`src/rtl/stall_acct_pkg.sv`:
```
package stall_acct_pkg;
    typedef enum logic {
        S_SOLO   = 1'b0,
        S_PAIRED = 1'b1
    } grp_state_e;

    localparam int NSRC = 2;
endpackage

```
`src/rtl/ld_hazard_probe.sv`:
```
module ld_hazard_probe #(
    parameter int NREG  = 16,
    parameter int CNT_W = 32,
    parameter int PEN   = 2,
    localparam int RID_W = $clog2(NREG)
) (
    input  logic [NREG-1:0]                       active_mask,
    input  logic [stall_acct_pkg::NSRC-1:0]        src_vld,
    input  logic [stall_acct_pkg::NSRC-1:0][RID_W-1:0] src_id,
    output logic [CNT_W-1:0]                      ld_stall
);
    import stall_acct_pkg::*;

    logic [NSRC-1:0] hit;

    // Each source is checked on its own against the scoreboard
    for (genvar s = 0; s < NSRC; s++) begin : g_src
        assign hit[s] = src_vld[s] & active_mask[src_id[s]];
    end

    always_comb begin
        ld_stall = '0;
        for (int s = 0; s < NSRC; s++) begin
            if (hit[s]) ld_stall = ld_stall + CNT_W'(PEN);
        end
    end
endmodule

```
`src/rtl/load_scoreboard.sv`:
```
module load_scoreboard #(
    parameter int NREG = 16,
    localparam int RID_W = $clog2(NREG)
) (
    input  logic             clk,
    input  logic             rst,
    input  logic             valid,
    input  logic             first,
    input  logic             ld_vld,
    input  logic [RID_W-1:0] ld_dst,
    output logic [NREG-1:0]  active_mask
);
    logic [NREG-1:0] pending_q;
    logic [NREG-1:0] pending_d;
    logic [NREG-1:0] dst_onehot;

    always_comb begin
        dst_onehot = '0;
        if (ld_vld) dst_onehot[ld_dst] = 1'b1;
        pending_d = (first ? '0 : pending_q) | dst_onehot;
    end

    // Collect, then publish one record later
    always_ff @(posedge clk) begin
        if (rst) begin
            pending_q   <= '0;
            active_mask <= '0;
        end else if (valid) begin
            pending_q   <= pending_d;
            active_mask <= pending_d;
        end
    end


    idle_mask_chk: assert property (@(posedge clk) disable iff (rst)
        !valid |=> $stable(active_mask));
endmodule

```
`src/rtl/group_fsm.sv`:
```
module group_fsm #(
    parameter int CNT_W = 32
) (
    input  logic             clk,
    input  logic             rst,
    input  logic             valid,
    input  logic             first,
    input  logic             last,
    input  logic [CNT_W-1:0] insn_total,
    output logic             charge_en,
    output logic [CNT_W-1:0] charge
);
    import stall_acct_pkg::*;

    grp_state_e       state, state_nxt;
    logic [CNT_W-1:0] held_q;
    logic [CNT_W-1:0] held_eff;

    always_comb begin
        state_nxt = state;
        unique case (state)
            S_SOLO:   if (valid && first && !last) state_nxt = S_PAIRED; // T_OPEN
            S_PAIRED: if (valid && last)           state_nxt = S_SOLO;   // T_CLOSE
            default:  state_nxt = S_SOLO;
        endcase
    end

    always_ff @(posedge clk) begin
        if (rst) begin
            state  <= S_SOLO;
            held_q <= '0;
        end else begin
            state <= state_nxt;
            if (valid && !last) held_q <= insn_total;
        end
    end

    // Output process: the held maximum counts only inside an open group
    always_comb begin
        held_eff  = (state == S_PAIRED && !first) ? held_q : '0;
        charge    = (insn_total > held_eff) ? insn_total : held_eff;
        charge_en = valid && last;
    end
endmodule

```
`src/rtl/stall_accounter.sv`:
```
module stall_accounter #(
    parameter int NREG   = 16,
    parameter int CNT_W  = 32,
    parameter int BASE_W = 8,
    parameter int PEN    = 2,
    localparam int RID_W = $clog2(NREG)
) (
    input  logic              clk,
    input  logic              rst,
    input  logic              iv_valid,
    input  logic              iv_first,
    input  logic              iv_last,
    input  logic [BASE_W-1:0] iv_base,
    input  logic              iv_src0_vld,
    input  logic [RID_W-1:0]  iv_src0,
    input  logic              iv_src1_vld,
    input  logic [RID_W-1:0]  iv_src1,
    input  logic              iv_ld_vld,
    input  logic [RID_W-1:0]  iv_ld_dst,
    input  logic              iv_br,
    input  logic              iv_br_taken,
    output logic [CNT_W-1:0]  tot_cycles,
    output logic [CNT_W-1:0]  ld_stall_cycles,
    output logic [CNT_W-1:0]  br_stall_cycles,
    output logic [CNT_W-1:0]  taken_cnt,
    output logic [CNT_W-1:0]  untaken_cnt
);
    import stall_acct_pkg::*;

    logic [NREG-1:0]            active_mask;
    logic [NSRC-1:0]            src_vld;
    logic [NSRC-1:0][RID_W-1:0] src_id;
    logic [CNT_W-1:0]           ld_stall;
    logic [CNT_W-1:0]           br_stall;
    logic [CNT_W-1:0]           insn_total;
    logic                       charge_en;
    logic [CNT_W-1:0]           charge;

    assign src_vld = {iv_src1_vld, iv_src0_vld};
    assign src_id  = {iv_src1, iv_src0};

    load_scoreboard #(.NREG(NREG)) u_sb (
        .clk(clk), .rst(rst), .valid(iv_valid), .first(iv_first),
        .ld_vld(iv_ld_vld), .ld_dst(iv_ld_dst), .active_mask(active_mask)
    );

    ld_hazard_probe #(.NREG(NREG), .CNT_W(CNT_W), .PEN(PEN)) u_probe (
        .active_mask(active_mask), .src_vld(src_vld), .src_id(src_id),
        .ld_stall(ld_stall)
    );

    assign br_stall   = (iv_br && iv_br_taken) ? CNT_W'(PEN) : '0;
    assign insn_total = CNT_W'(iv_base) + ld_stall + br_stall;

    group_fsm #(.CNT_W(CNT_W)) u_fsm (
        .clk(clk), .rst(rst), .valid(iv_valid), .first(iv_first), .last(iv_last),
        .insn_total(insn_total), .charge_en(charge_en), .charge(charge)
    );

    always_ff @(posedge clk) begin
        if (rst) begin
            tot_cycles      <= '0;
            ld_stall_cycles <= '0;
            br_stall_cycles <= '0;
            taken_cnt       <= '0;
            untaken_cnt     <= '0;
        end else if (iv_valid) begin
            if (charge_en) tot_cycles <= tot_cycles + charge;
            ld_stall_cycles <= ld_stall_cycles + ld_stall;
            br_stall_cycles <= br_stall_cycles + br_stall;
            if (iv_br && iv_br_taken)  taken_cnt   <= taken_cnt + CNT_W'(1);
            if (iv_br && !iv_br_taken) untaken_cnt <= untaken_cnt + CNT_W'(1);
        end
    end


    idle_hold_chk: assert property (@(posedge clk) disable iff (rst)
        !iv_valid |=> ($stable(tot_cycles) && $stable(ld_stall_cycles)
                       && $stable(br_stall_cycles) && $stable(taken_cnt)));

    taken_inc_chk: assert property (@(posedge clk) disable iff (rst)
        (iv_valid && iv_br && iv_br_taken) |=> (taken_cnt == $past(taken_cnt) + CNT_W'(1)));

    untaken_nostall_chk: assert property (@(posedge clk) disable iff (rst)
        (iv_valid && iv_br && !iv_br_taken) |=> $stable(br_stall_cycles));

    defer_hold_chk: assert property (@(posedge clk) disable iff (rst)
        (iv_valid && iv_first && !iv_last) |=> $stable(tot_cycles));
endmodule

```
`config.mk`:
```
export PLATFORM = sky130hd
export DESIGN_NAME = stall_accounter
export DESIGN_NICKNAME = d
export VERILOG_FILES = /design/src/rtl/stall_acct_pkg.sv /design/src/rtl/ld_hazard_probe.sv /design/src/rtl/load_scoreboard.sv /design/src/rtl/group_fsm.sv /design/src/rtl/stall_accounter.sv
export SDC_FILE = /design/constraint.sdc
export NUM_CORES = 1
export LEC_CHECK = 0
export BUFFER_PORTS_ARGS = -buffer_cell sky130_fd_sc_hd__buf_2
export CORE_MARGIN = 4
export CORE_UTILIZATION = 32
export CTS_CLUSTER_DIAMETER = 150
export DETAILED_ROUTE_END_ITERATION = 12
export PLACE_DENSITY = 0.49
export REMOVE_ABC_BUFFERS = 1
export SLEW_MARGIN = 20
export SYNTH_ARGS = -nofsm -noshare
export SYNTH_HDL_FRONTEND = slang
export SYNTH_SLANG_ARGS = --single-unit
```
`constraint.sdc`:
```
create_clock -name clk -period 8.4 [get_ports clk]
set_input_delay 0.84 -clock clk [delete_from_list [all_inputs] [get_ports clk]]
set_output_delay 0.84 -clock clk [all_outputs]
set_load 0.01 [all_outputs]
```
; ---- Word-level counts from Yosys, hierarchy flattened
; Index checks and enable logic that the tools add are counted.
[word_totals]
output_inout_bits = 160
mem_bits_rw = 0
in_bits = 30
rom_bits = 0
reg_bits = 209
word_cells = 55
latch_bits = 0
memories = 0
[op_classes]
magnitude_cmp = 5
n_mul = 0
n_addsub = 8
n_shift = 0
bitwise = 4
muxes = 16
n_reduce_logical = 14
div = 0
n_eq_ne = 0
[ops]
columns = op, count
row1 = 2-to-1 mux 32 bit, 3
row2 = "adder 32 x 1 -> 32 bit, second input constant", 2
row3 = adder 32 x 2 -> 32 bit, 2
row4 = adder 32 bit, 2
row5 = adder 8 x 32 -> 32 bit, 1
row6 = greater-than comparator 32 bit, 1
row7 = 2-to-1 mux 16 bit, 2
row8 = OR 16 bit, 1
row9 = "< comparator 4 x 5 -> 1 bit, second input constant", 3
row10 = binary-select mux 1 bit (select 4 bit), 2
row11 = logical AND 1 bit, 8
row12 = AND reduction 2 bit, 3
row13 = 2-to-1 mux 1 bit, 5
row14 = demux 1 bit (select 4 bit), 1
row15 = ">= comparator 4 x 1 -> 1 bit, second input constant", 1
row16 = 2-to-1 mux 2 bit, 2
row17 = "adder 2 x 2 -> 3 bit, second input constant", 1
row18 = zero test 1 bit, 3
row19 = bitwise AND 1 bit, 2
row20 = one-hot mux 1 bit (2 select lines), 1
row21 = inverter 1 bit, 1

; ---- Longest topological paths before layout
[depth]
depth_word = 11
mapped_depth = 27
ltp_nobuf = 26

; ---- Cells and area by module
; From an unflattened synthesis, not the netlist that was laid out.
[hier_totals]
hier_cells = 1651
hier_area_um2 = 13729.4
[by_module_without_submodules]
columns = module, area_each_um2, cells_per_inst, seq_area_each_um2, instances
row1 = stall_accounter, 10127.2, 1215, 3183.1, 1
row2 = group_fsm, 2488.6, 325, 660.6, 1
row3 = load_scoreboard, 564.3, 45, 320.3, 1
row4 = ld_hazard_probe, 549.3, 66, 0.0, 1

; ---- Worst setup path before layout
; No wires, ideal clock.
[synth_timing]
path_type = input-to-reg
startpoint = input port iv_src0[0]
endpoint = register tot_cycles[26]
path_buffers = 1
required_ns = 8.272
arrival_ns = 7.198
slack_ns = 1.074
path_stages = 26
path_cell_list = mux4_2 > mux4_2 > and2_1 > ha_1 > fa_1 > ha_1 > fa_1 > xnor2_1 > inv_1 > ha_1 > nand2_2 > o31a_1 > maj3_2 > a2bb2oi_2 > o21ai_4 > mux2_4 > ha_1 > fa_1 > a211oi_1 > o21ai_1 > a31o_2 > a21oi_1 > buf_2 > nor3_1 > xnor2_1 > nor2_1
[synth_between]
elab_chain_len = 11
[synth_lines]
columns = item, line_no
row1 = "start, declared", stall_accounter.sv:15  ; input logic [RID_W-1:0] iv_src0,
row2 = binary-select mux 1 bit (select 4 bit) (*), ld_hazard_probe.sv:18  ; assign hit[s] = src_vld[s] & active_mask[src_id[s]];
row3 = 2-to-1 mux 1 bit (not written as such) (*), ld_hazard_probe.sv:18
row4 = bitwise AND 1 bit (*), ld_hazard_probe.sv:18
row5 = 2-to-1 mux 2 bit (*), ld_hazard_probe.sv:24  ; if (hit[s]) ld_stall = ld_stall + CNT_W'(PEN);
row6 = adder 2 x 2 -> 3 bit, ld_hazard_probe.sv:24
row7 = 2-to-1 mux 32 bit (*), ld_hazard_probe.sv:24
row8 = adder 8 x 32 -> 32 bit (*), stall_accounter.sv:53  ; assign insn_total = CNT_W'(iv_base) + ld_stall + br_stall;
row9 = adder 32 x 2 -> 32 bit (*), stall_accounter.sv:53
row10 = net insn_total[4], stall_accounter.sv:35  ; logic [CNT_W-1:0] insn_total;
row11 = greater-than comparator 32 bit, group_fsm.sv:41  ; charge = (insn_total > held_eff) ? insn_total : held_eff;
row12 = 2-to-1 mux 32 bit (*), group_fsm.sv:41
row13 = adder 32 bit (*), stall_accounter.sv:68  ; if (charge_en) tot_cycles <= tot_cycles + charge;
row14 = "end signal, assigned", stall_accounter.sv:68
row15 = "end, declared", stall_accounter.sv:22  ; output logic [CNT_W-1:0] tot_cycles,
; Mark *: on every way through the listed nets, which the timed path passes. The rest lies on a longest branch. The select of a mux whose other input is x is not followed.
; A chain may end at the register's enable or synchronous reset.

; ---- Worst setup path in the final report
[layout_timing]
startpoint = input port iv_src0[0]
endpoint = register tot_cycles[28]
; The elaborated chain is that of the path after synthesis.

==> results.md <==
Clock tree:
- Buffers inserted during clock tree synthesis total 17.
- The clock tree from TritonCTS is done.
- Counting every sink on the clock net gives 184.
- The maximum clock path buffer count is 2.
- The number of setup buffers added after CTS is 0.
- Clock-pin slew was measured on the worst setup and hold paths at 0.08 ns.
- The H-tree was split into 4 levels.
- The clock reaches the later pin of the worst-skew pair after 0.44 ns.
- In this run, post-CTS repair resized a total of 0 instances.
- The hold buffer count at cts is 0.
- The clock root buffer is sky130_fd_sc_hd__clkbuf_16.

Pwr:
- The switching part of the total power is 26.6%.
- The power spent charging and discharging nets is 0.478 mW.
- The worst-case IR drop observed on VDD is 0.0000875 V.
- The internal portion of the total power is 1.32 mW.
- The portion of total power attributed to the clock network is 44.9%.
- Summed over all cells, the static leakage comes to 4.55 nW.
- Per report_power, the combinational group accounts for 5.9% of the total.
- The total power after layout is 1.80 mW.
- The power per cell area is 166 nW/um^2.
- Per report_power, the sequential group accounts for 49.2% of the total.

STA:
- The setup slack after layout is 0.950 ns.
- The routed design could run at a clock period as short as 7.45 ns.
- The count of final max-slew check failures is 0.
- The aggregate negative setup slack is 0 ns.
- Headroom to the max-slew limit came out at 36.8%.
- On the final layout, the worst hold slack is 0.453 ns.
- For the final database, setup skew stands at 0.0208 ns.
- For this run, the top clock speed supported by timing is 134 MHz.
- The hold violation total from the final report is 0.
- The worst-margin pin slew is 0.946 ns.
- Of the available clock period, the critical path in the final layout requires 88.7%.
- Setup repair after global routing left no endpoint under its margin.
- Setup violations remaining at the end of the flow were counted as 0.

Die:
- The core outline area is 27200 sq um.
- The floorplan step set the die height to 175 microns.
- The total I/O pin count is 190.
- The overall die width is 175 microns.
- The initial standard-cell utilization of the core is 32.8%.
- The die footprint is 30600 sq um.
- The floorplan has 60 rows.

Placed design:
- The count of input and output buffers is 187.
- Prior to clock tree synthesis, the placed netlist has a worst setup slack of 0.474 ns.
- Summed over all nets, the half-perimeter wirelength after detailed placement is 16.2 mm.
- Routability-driven placement finished with a final weighted congestion of 0.828.

GRT:
- Summed over all layers, the global routing overflow is 0.
- The number of antenna violations at the first check in global routing was 0.
- Entering global routing, the biggest net connects 118 pins.
- The wire length of the first global-routing pass is 37.5 mm.
- The via count of the first global-routing pass is 7268.
- Global routing used 14.7% of the available tracks across all layers.

Synthesis:
- The main combinational cell family by area after synthesis is simple AND/OR/NAND/NOR gates.
- The most frequently used flop master after synthesis is sky130_fd_sc_hd__dfxtp_1.
- The synthesized design contains 184 register bits.
- The synthesized netlist devotes 7.72% of its cell area to compound gates.
- Averaged over all synthesized cells, the footprint is 8.84 sq um.
- In the synthesized netlist the async set-or-reset flop fraction comes to 0%.
- Summing the sequential cell areas from Yosys gives 41.3% of the chip area.
- The number of synthesis warnings is 0.
- The count of cell types in the netlist is 62.
- Summing the areas of all fa, ha and maj instances in the mapped netlist gives 4.81% of the synthesized area.
- In the synthesized netlist, mux cells make up 4.15% of the area.
- The xor/xnor share of the synthesized area is 12.8%.
- Counting every instance in the synthesized netlist gives 1008.
- The post-synthesis simple-gate area fraction is 26.7%.
- The number of synthesized flops with an enable pin is 0.
- The synthesized netlist occupies a cell area of 8910 sq um.

Critical path:
- The launch point of the worst reg-to-reg path is u_sb.active_mask[15].
- The worst setup path is launched from an input pin.
- The endpoint type of the worst setup path is a register.
- On the critical path, the stage with the largest delay is an instance of sky130_fd_sc_hd__mux4_2.
- The arrival time at the worst endpoint is 7.75 ns.
- In this design, the stage delay of the slowest critical-path cell is 0.51 ns.
- The launching element of the worst setup path is iv_src0[0].
- The worst endpoint required time is 8.70 ns.
- By instance count, the cell type seen most on the critical path is sky130_fd_sc_hd__ha_1.
- Along the worst path, the maximum fanout reaches 12.
- The start-to-end type of the worst setup path is input pin to register.

Final layout:
- The number of antenna repair diodes is 0.
- For this run, the share of the core covered by cells in the final layout is 39.8%.
- The area growth from synthesis to layout is 21.3%.
- The final layout contains 1245 nets.
- The post-route netlist has 21.9% of its cells at a drive strength greater than 1.
- The number of inserted filler cells in the final layout is 2831.

Hold path:
- The path type of the worst min-delay path is register to register.
- The startpoint identified for the worst hold timing path is u_fsm.held_q[0].

Route:
- Wires add up to 22.4 mm.
- The DRC marker count from the first detailed-route iteration is 302.
- For this run, the detailed router's first-pass iteration total came to 4.
- In the routed design, unresolved DRC markers number 0.
- The average via count per standard cell is 4.73.
- The number of antenna-violating nets in the routed design is 0.
- The detailed router placed 7418 vias in this run.
- The average wire per cell in the routed design is 14.3 microns.

Flow run:
- Across the run, the number of max-cap violations was 0.

Outcome:
- The run finished with clean final reports.
-- worst paths after layout --
kind                     end  depth (start not counted)  slack, ns
max           tot_cycles[28]                         27       0.95
min          u_fsm.held_q[0]                          2       0.45
max reg2reg   tot_cycles[28]                         26       1.22
min reg2reg  u_fsm.held_q[0]                          2       0.45
-- cell type report --
type | count | area [sq um] | share of cell area, %
multi-input cells | 770 | 5010 | 46.3
repair buffers | 192 | 980 | 9.06
flip-flops and latches | 184 | 3680 | 34.1
well taps | 372 | 465 | 4.31
clock buffers | 17 | 425 | 3.94
clock inverters | 15 | 175 | 1.62
inverters | 19 | 71.3 | 0.660
-- power by group through the flow --
stage	Combinational, mW	Sequential [mW]	Clock [mW]
after floorplan	0.0589	0.905	0
after global placement	0.108	0.905	0
after detailed placement	0.109	0.905	0
after CTS	0.109	0.884	0.847
after global routing	0.121	0.886	0.880
final	0.107	0.884	0.808
-- critical path: cells and delay by family --
family / cells / cell delay [ns]
adders and majority gates: 8 / 2.70
AOI/OAI and AO/OA: 7 / 1.56
muxes: 3 / 1.29
and+or+nand+nor: 4 / 0.54
buffers and inverters: 3 / 0.43
xor gates and xnor gates: 2 / 0.39
-- sequential cells by signal, summed over array words and instances, names as in the netlist --
| register | cells |
|---|---|
| ld_stall_cycles | 31 |
| u_fsm.state | 1 |
| u_fsm.held_q | 9 |
| tot_cycles | 32 |
| taken_cnt | 32 |
| untaken_cnt | 32 |
| br_stall_cycles | 31 |
| u_sb.active_mask | 16 |
-- placed cells by master, fill, tap and decap left out, drive strengths merged, types with 3 or more instances in the layout --
master / synthesis / final
nand4: 32 / 32
dfxtp: 184 / 184
a22oi: 12 / 12
and3: 13 / 13
o21ai: 29 / 29
mux2i: 13 / 13
mux4: 10 / 10
a21oi: 46 / 46
nor2: 178 / 178
nor4: 4 / 4
nor3: 25 / 25
and4: 16 / 16
or3: 25 / 25
nand3: 54 / 54
a211oi: 9 / 9
o211ai: 3 / 3
clkinv: 0 / 10
nand2: 89 / 89
ha: 27 / 27
xnor2: 53 / 53
buf: 11 / 192
xor2: 77 / 77
nor4b: 3 / 3
fa: 4 / 4
and2: 12 / 12
inv: 19 / 24
nor2b: 9 / 9
clkbuf: 25 / 17
-- logic make-up (layout without fill, tap and decap cells) --
group                    count (synthesis)  after routing
AND/OR/NAND/NOR                        470            470
adder cells (fa/ha/maj)                 32             32
multiplexers                            24             24
flip-flops                             184            184
XOR/XNOR                               130            130
AO/OA/AOI/OAI                          112            112
buffers and inverters                   55            243
other                                    1              2
-- through the flow --
| step | instances | area, sq um |
|---|---|---|
| global route | 1569 | 10800 |
| CTS | 1569 | 10800 |
| global placement | 1537 | 10200 |
| floorplan | 973 | 8760 |
| detailed placement | 1537 | 10200 |
| finish | 1569 | 10800 |
-- per-layer routing --
layer	part of all wire, %	vias to the layer above	global-route usage, %
li1	-	3825	-
met3	5.2	15	3.46
met5	0	-	0
met2	45	161	23.2
met1	49	3417	20.1
met4	1.1	0	4.16
-- Yosys cell counts, types with 13 or more instances --
cell type / n / share of area, %
sky130_fd_sc_hd__mux2i_1: 13 / 1.5
sky130_fd_sc_hd__a21oi_1: 45 / 2.5
sky130_fd_sc_hd__nand2_1: 88 / 3.7
sky130_fd_sc_hd__xor2_1: 77 / 7.6
sky130_fd_sc_hd__nor3_1: 18 / 1.0
sky130_fd_sc_hd__o21ai_0: 26 / 1.5
sky130_fd_sc_hd__ha_1: 27 / 3.8
sky130_fd_sc_hd__dfxtp_1: 184 / 41
sky130_fd_sc_hd__and4_1: 15 / 1.5
sky130_fd_sc_hd__or3_1: 24 / 1.7
sky130_fd_sc_hd__nand4_1: 26 / 1.8
sky130_fd_sc_hd__inv_1: 19 / 0.80
sky130_fd_sc_hd__clkbuf_1: 25 / 1.1
sky130_fd_sc_hd__and3_1: 13 / 0.91
sky130_fd_sc_hd__nor2_1: 176 / 7.4
sky130_fd_sc_hd__xnor2_1: 53 / 5.2
sky130_fd_sc_hd__nand3_1: 54 / 3.0
Power figures use the tool's default switching activity.
